$ cat src/rtl/vshift_pkg.sv
package vshift_pkg;
  typedef enum logic [1:0] {
    SH_LL  = 2'b00,
    SH_LR  = 2'b01,
    SH_AR  = 2'b10,
    SH_RSV = 2'b11
  } shop_e;

  localparam int EW_NARROW = 32;
  localparam int EW_WIDE   = 64;

  // an operation is legal unless it is reserved or arithmetic on 64-bit lanes
  function automatic logic op_illegal(input shop_e op, input logic elem64);
    return (op == SH_RSV) || (elem64 && op == SH_AR);
  endfunction
endpackage

$ cat src/rtl/vshift_lane.sv
module vshift_lane
  import vshift_pkg::*;
#(
  parameter int W = 32
) (
  input  logic [W-1:0] data_i,
  input  logic [W-1:0] cnt_i,
  input  shop_e        op_i,
  output logic [W-1:0] res_o,
  output logic         over_o
);
  localparam int SW = $clog2(W);

  logic [SW-1:0] amt;
  assign amt    = cnt_i[SW-1:0];
  // any count bit above the in-range field means count > W-1
  assign over_o = |cnt_i[W-1:SW];

  function automatic logic [W-1:0] lane_shift(input logic [W-1:0] d,
                                              input logic [SW-1:0] a,
                                              input logic ovr,
                                              input shop_e op);
    logic [W-1:0] r;
    case (op)
      SH_LL:   r = ovr ? '0 : (d << a);
      SH_LR:   r = ovr ? '0 : (d >> a);
      SH_AR:   r = ovr ? {W{d[W-1]}} : W'($signed(d) >>> a);
      default: r = '0;
    endcase
    return r;
  endfunction

  assign res_o = lane_shift(data_i, amt, over_o, op_i);
endmodule

$ cat src/rtl/vshift_var.sv
module vshift_var
  import vshift_pkg::*;
#(
  parameter int VEC_W = 256
) (
  input  logic             clk,
  input  logic             rst_n,
  input  logic [VEC_W-1:0] data_i,
  input  logic [VEC_W-1:0] cnt_i,
  input  logic             elem64_i,
  input  logic             wide_i,
  input  logic [1:0]       op_i,
  output logic [VEC_W-1:0] result_o,
  output logic             illegal_o
);
  localparam int HALF = VEC_W / 2;
  localparam int N32  = VEC_W / EW_NARROW;
  localparam int N64  = VEC_W / EW_WIDE;

  shop_e            op;
  logic [VEC_W-1:0] res32, res64, sel, nxt;
  logic [N32-1:0]   over32;
  logic [N64-1:0]   over64;
  logic             illegal_now;

  assign op = shop_e'(op_i);

  for (genvar g = 0; g < N32; g++) begin : g_l32
    vshift_lane #(.W(EW_NARROW)) u_lane (
      .data_i (data_i[g*EW_NARROW +: EW_NARROW]),
      .cnt_i  (cnt_i[g*EW_NARROW +: EW_NARROW]),
      .op_i   (op),
      .res_o  (res32[g*EW_NARROW +: EW_NARROW]),
      .over_o (over32[g])
    );
  end

  for (genvar g = 0; g < N64; g++) begin : g_l64
    vshift_lane #(.W(EW_WIDE)) u_lane (
      .data_i (data_i[g*EW_WIDE +: EW_WIDE]),
      .cnt_i  (cnt_i[g*EW_WIDE +: EW_WIDE]),
      .op_i   (op),
      .res_o  (res64[g*EW_WIDE +: EW_WIDE]),
      .over_o (over64[g])
    );
  end

  assign illegal_now = op_illegal(op, elem64_i);
  assign sel         = elem64_i ? res64 : res32;

  always_comb begin
    nxt = sel;
    if (illegal_now) nxt = '0;
    if (!wide_i) nxt[VEC_W-1:HALF] = '0;
  end

  always_ff @(posedge clk) begin
    if (!rst_n) begin
      result_o  <= '0;
      illegal_o <= 1'b0;
    end else begin
      result_o  <= nxt;
      illegal_o <= illegal_now;
    end
  end
endmodule

$ cat config.mk
export PLATFORM = sky130hd
export DESIGN_NAME = vshift_var
export DESIGN_NICKNAME = d
export VERILOG_FILES = /design/src/rtl/vshift_pkg.sv /design/src/rtl/vshift_lane.sv /design/src/rtl/vshift_var.sv
export SDC_FILE = /design/constraint.sdc
export NUM_CORES = 2
export LEC_CHECK = 0
export CAP_MARGIN = 20
export CORE_MARGIN = 2
export CORE_UTILIZATION = 30
export DETAILED_ROUTE_END_ITERATION = 10
export PLACE_DENSITY_LB_ADDON = 0.12
export SYNTH_ARGS = -nofsm -noshare
export SYNTH_HDL_FRONTEND = slang
export SYNTH_HIERARCHICAL = 1
export SYNTH_SLANG_ARGS = --single-unit
$ cat constraint.sdc
create_clock -name clk -period 7.35 [get_ports clk]
set_clock_uncertainty 0.15 [all_clocks]
set_input_delay 0.735 -clock clk [delete_from_list [all_inputs] [get_ports clk]]
set_output_delay 0.735 -clock clk [all_outputs]
set_load 0.1 [all_outputs]
Word level (Yosys, flattened, before mapping)

Index checks and enable logic that the tools add are counted.

Bits in registers: 257

Bitwise logic cells: 2
Shifts and indexed selects: 36
Multiplexer cells: 49
Reductions and logical operators: 17
Equal/unequal tests: 3

Operators by type and width:

| kind                                                 | count |
|---|---|
| two-way mux 32 bit                                   | 24 |
| two-way mux 64 bit                                   | 12 |
| one-hot mux 32 bit (3 select lines)                  | 8 |
| one-hot mux 64 bit (3 select lines)                  | 4 |
| two-way mux 256 bit                                  | 1 |
| left shift 32 x 5 -> 32 bit                          | 8 |
| left shift 64 x 6 -> 64 bit                          | 4 |
| right shift 32 x 5 -> 32 bit                         | 8 |
| right shift 64 x 6 -> 64 bit                         | 4 |
| >>> shifter 32 x 5 -> 32 bit                         | 8 |
| >>> shifter 64 x 6 -> 64 bit                         | 4 |
| OR reduction 58 bit                                  | 4 |
| OR reduction 27 bit                                  | 8 |
| equality test 2 bit (second input constant)          | 2 |
| OR reduction 3 bit                                   | 1 |
| equality test 2 x 1 -> 1 bit (second input constant) | 1 |
| zero test 2 bit                                      | 1 |
| inverter 1 bit                                       | 2 |
| OR reduction 2 bit                                   | 1 |
| logical AND 1 bit                                    | 1 |
| logical OR 1 bit                                     | 1 |

Depth between registers and ports, before layout

Depth after elaboration: 4
Mapped depth: 14
Mapped depth without buffers: 9

Cells and area by module

The synthesis kept the hierarchy.

By module, submodules not included:

| module                            | area each (um2) | seq. area each (um2) | instances | cells an instance |
|---|---|---|---|---|
| vshift_lane (g_l64[0].u_lane ...) | 9,800.6         | 0.0                  | 4         | 1,168 |
| vshift_lane (g_l32[0].u_lane ...) | 4,817.1         | 0.0                  | 8         | 557 |
| vshift_var                        | 10,918.0        | 5,144.9              | 1         | 858 |

Worst setup path before layout

No wires, ideal clock.

Kind: input port to flip-flop
Start: input cnt_i[129]
End: register result_o[135]
Library setup time: 0.138 ns
Data required time: 7.062 ns
Cell stages on the path: 10
Buffers on the path: 3
Setup slack: 4.137 ns
Arrival: 2.925 ns
Path through: buf_6 > buf_6 > buf_2 > mux4_2 > mux2_2 > mux4_2 > nand3_1 > o211ai_1 > mux2i_1 > nor3_2

Word-level cells in the longest chain between the ends: 4
Elaborated cells between the ends (all ways): 15
Classes of those cells: 6 x shift; 9 x mux

Ends and longest elaborated chain:

| what                                                 | RTL line                                                | text |
|---|---|---|
| from (decl)                                          | vshift_var.sv:9                                         | `input logic [VEC_W-1:0] cnt_i,` |
| >>> shifter 64 x 6 -> 64 bit (tied with other cells) | vshift_lane.sv:27                                       | `SH_AR: r = ovr ? {W{d[W-1]}} : W'($signed(d) >>> a);` |
| two-way mux 64 bit, on equally long branches         | vshift_lane.sv:27, vshift_lane.sv:25, vshift_lane.sv:26 |  |
| one-hot mux 64 bit (3 select lines) *                | vshift_lane.sv:24                                       | `case (op)` |
| named net res64[135]                                 | vshift_var.sv:21                                        | `logic [VEC_W-1:0] res32, res64, sel, nxt;` |
| two-way mux 256 bit *                                | vshift_var.sv:49                                        | `assign sel = elem64_i ? res64 : res32;` |
| to (signal assigned)                                 | vshift_var.sv:62                                        | `result_o <= nxt;` |
| to (decl)                                            | vshift_var.sv:13                                        | `output logic [VEC_W-1:0] result_o,` |

The timed path passes the listed nets; every way through them passes the cells marked *.
A chain may end at the register's enable or synchronous reset.

Final worst setup path

Start: input data_i[106]
End: register result_o[73]

Word-level cells in the longest chain between the ends: 4
Elaborated cells between the ends (all ways): 8
Classes of those cells: 3 x shift; 5 x mux

Ends and longest elaborated chain:

| what                                                 | RTL line                                                | text |
|---|---|---|
| from (decl)                                          | vshift_var.sv:8                                         | `input logic [VEC_W-1:0] data_i,` |
| >>> shifter 64 x 6 -> 64 bit (tied with other cells) | vshift_lane.sv:27                                       |  |
| two-way mux 64 bit, on equally long branches         | vshift_lane.sv:27, vshift_lane.sv:25, vshift_lane.sv:26 |  |
| one-hot mux 64 bit (3 select lines) *                | vshift_lane.sv:24                                       |  |
| named net res64[73]                                  | vshift_var.sv:21                                        |  |
| two-way mux 256 bit *                                | vshift_var.sv:49                                        |  |

Marks and branches as above.

==> impl_results.md <==
- Status: finished, final reports clean
- Core Area: 0.294 sq mm
- Final Setup Violations: 0
- Most common cell after layout, fill and taps aside: mux4_2
- Critical Path End: result_o[73]$_SDFF_PP0_
- Worst Path Buf+Inv: 1
- Longest Clk Path Bufs: 3
- TritonCTS clock tree: done
- Flops & latches, synth: 257
- Hold Path Depth: 3
- Crit-path leading delay family: multiplexers
- Max_cap viols: 0
- Switching Power: 6.02 mW
- Initial antenna violation count: 33
- Crit-path max cell delay: 1.07 ns
- Total Power: 11.4 mW
- Critical path origin: data_i[106]
- Final #Nets: 10,600
- Postcts setup bufs: 0
- Final GP Congestion: 1.04
- RSZ-0062 raised after global routing: false
- Post-synthesis cell count: 9,986
- Fin cells: 14,000
- Via/cell ratio: 7.21
- FILL cells: 30,500
- Fin util: 34.0%
- # port buffers: 774
- Setup_tns: 0 ns
- Area grow syn2layout: 12.8%
- Syn. warnings: 6
- Cell taking the most area after synthesis: mux4_2
- Post-DRT Antenna Nets: 0
- Worst slew pin tran: 1.27 ns
- Levels on crit path: 9
- Sw Share: 52.8%
- CP Max Fanout: 18
- Placed cells: 13,900
- Die Y: 548 um
- DRT Pass-1 Iters: 7
- GRT Residual Overflow: 0
- Hold_buf cts: 0
- Site Rows: 199
- PostCTS Resize Cnt: 0
- Register share of total power: 12.6%
- # DRC: 0
- H-tree Lvls: 2
- Async SR Flop Fraction: 0%
- CTS Buf Count: 42
- CP Capture Type: flop
- Sequential-to-total area share from yosys stat: 5.80%
- Die Wd: 548 um
- Total wire length: 598,000 um
- Reg area: 0.00514 sq mm
- DP HPWL: 448,000 um
- EDFF count, synth: 0
- VDD IR max: 165 uV
- Cell area power density: 114 mW/mm^2
- Final Max Slew Viols: 0
- Fin crit period: 4.63 ns
- Multi-input gate area: 0.0765 sq mm
- Max Clk Rate: 216 MHz
- Per-cell routed wire length: 42.6 um
- Synth Area per Inst: 8.88 sq um
- Critical path arrival: 5.05 ns
- Kind of critical path: input port to flop
- Number of global-route vias before repair: 96,000
- Post-synthesis cell area: 0.0887 sq mm
- CTS sink cnt: 257
- Int Pwr: 5.39 mW
- DR vias: 101,000
- CP required: 7.76 ns
- Largest net degree at the start of global routing: 141
- Most frequent cells in the layout: 1,164 x mux4_2, 1,016 x mux2i_1, 811 x nor2_1, 808 x nand2_1, 722 x clkdlybuf4s50_1
- Top cells by area, synth: mux4_2 30%, mux2i_1 11%, dfxtp_1 5.8%, mux2_2 5.8%, nor2_1 3.5%
- CTS root buf: clkbuf_16
- Clock-pin slew on the worst setup and hold paths: 0.05 ns
- Ys flop type: dfxtp_1
- First-pass GRT wire length: 825,000 um
- Final hold vios: 0
- Worst path cell trace: clkdlybuf4s50_1 -> mux4_2 -> a22oi_1 -> o21a_1 -> nor2_1 -> nor3_1 -> o211ai_1 -> mux2i_1 -> nor3b_2
- Combinational share of power: 68.2%
- Leakage power: 33.6 nW
- Share of cells above drive strength 1: 25.6%
- Startpoint Class: input port
- Die area: 0.300 sq mm
- Fin crit share: 63.0%
- Top-Level Pins: 775
- HP Class: input port to flop
- Initial core utilization: 30.1%
- Worst path slowest cell: clkdlybuf4s50_1
- Post-synth top area share: 29.6%
- Post-synth cell types: 89
- Detailed Route Iter0 Violations: 14,900
- Total GRT Usage: 38.1%
- Power share of the clock group: 19.3%
- Syn nets: 10,500
- Relative max-transition margin: 15.0%
==> routing by layer <==
layer	share of wire [%]	vias to the layer above	global-route usage, %
met5	0.027	-	0
met4	4.7	22	14.3
met3	9.4	1082	6.82
met2	45	7117	58.9
met1	41	52500	52.6
li1	-	40400	-
==> worst min-delay path by stage <==
stage               slack (ns)                 endpoint                      from
floorplan                 0.90  result_o[10]$_SDFF_PP0_                     rst_n
detailed placement        1.11            result_o[174]  result_o[174]$_SDFF_PP0_
finish                    0.44   result_o[5]$_SDFF_PP0_                  elem64_i
global placement          1.11            result_o[100]  result_o[100]$_SDFF_PP0_
CTS                       0.41   result_o[5]$_SDFF_PP0_                  elem64_i
global route              0.46   result_o[8]$_SDFF_PP0_                  elem64_i
==> flip-flops by register name, summed over array words and instances, names as in the netlist <==
signal,cells
illegal_o,1
result_o,256
==> power groups by stage <==
stage | clock network (mW) | registers, mW | logic [mW]
after floorplan | 0 | 1.63 | 4.35
after global placement | 0 | 1.46 | 7.54
after detailed placement | 0 | 1.46 | 7.47
after CTS | 2.26 | 1.43 | 7.50
after global routing | 2.29 | 1.43 | 7.94
final | 2.20 | 1.43 | 7.77
==> layout make-up <==
cell class | instances | share of cell area [%]
sequential | 257 | 5.14
antenna | 6 | 0.0150
tap | 3919 | 4.90
clock buffer | 53 | 1.13
clock inverter | 25 | 0.258
multi-input combinational | 8395 | 76.4
timing repair buffer | 1256 | 11.7
inverter | 112 | 0.435
==> through the flow <==
| step | worst slack, ns | hold WS [ns] | cell area, sq um |
|---|---|---|---|
| final | 2.72 | 0.443 | 100000 |
| after global routing | 2.68 | 0.459 | 100000 |
| after CTS | 2.85 | 0.406 | 99900 |
| after detailed placement | 2.10 | 1.11 | 98500 |
| after global placement | 1.80 | 1.11 | 98400 |
| after floorplan | 4.14 | 0.904 | 88700 |
==> cell families (layout without fill, tap and decap cells) <==
group	count (synthesis)	in the layout	synth area share (%)
AND/OR/NAND/NOR	3174	3174	18.5
multiplexers	2688	2688	47.9
AO/OA/AOI/OAI	2513	2513	19.6
buffers and inverters	1334	1446	8.05
flip-flops	257	257	5.80
XOR/XNOR	20	20	0.198
other	0	6	0
==> cells in the mapped netlist, types with 40 or more instances <==
master and number:
nor2b_1 72, o21a_1 49, o32ai_1 68, nor4_1 200, nand4_1 104, buf_1 92, o22ai_1 140, nand2b_1 80
o221ai_1 56, nor3_2 102, clkbuf_1 573, a221oi_1 48, mux4_2 1164, nor2_1 816, o21ai_1 132, a21oi_1 460
a22oi_1 64, o31ai_1 76, inv_1 80, buf_2 307, nor3_1 270, and3_1 56, o21ai_0 320, nand3_1 304
a211oi_1 148, a22o_1 40, o211ai_1 136, mux2i_1 1016, a32oi_1 44, a311oi_1 40, mux2_2 456, a31oi_1 220
buf_4 67, o32a_1 40, dfxtp_1 257, buf_6 151, and2_1 53, nor3b_2 110, nand2_1 809
Note: power is estimated with default switching activity, not from simulation.
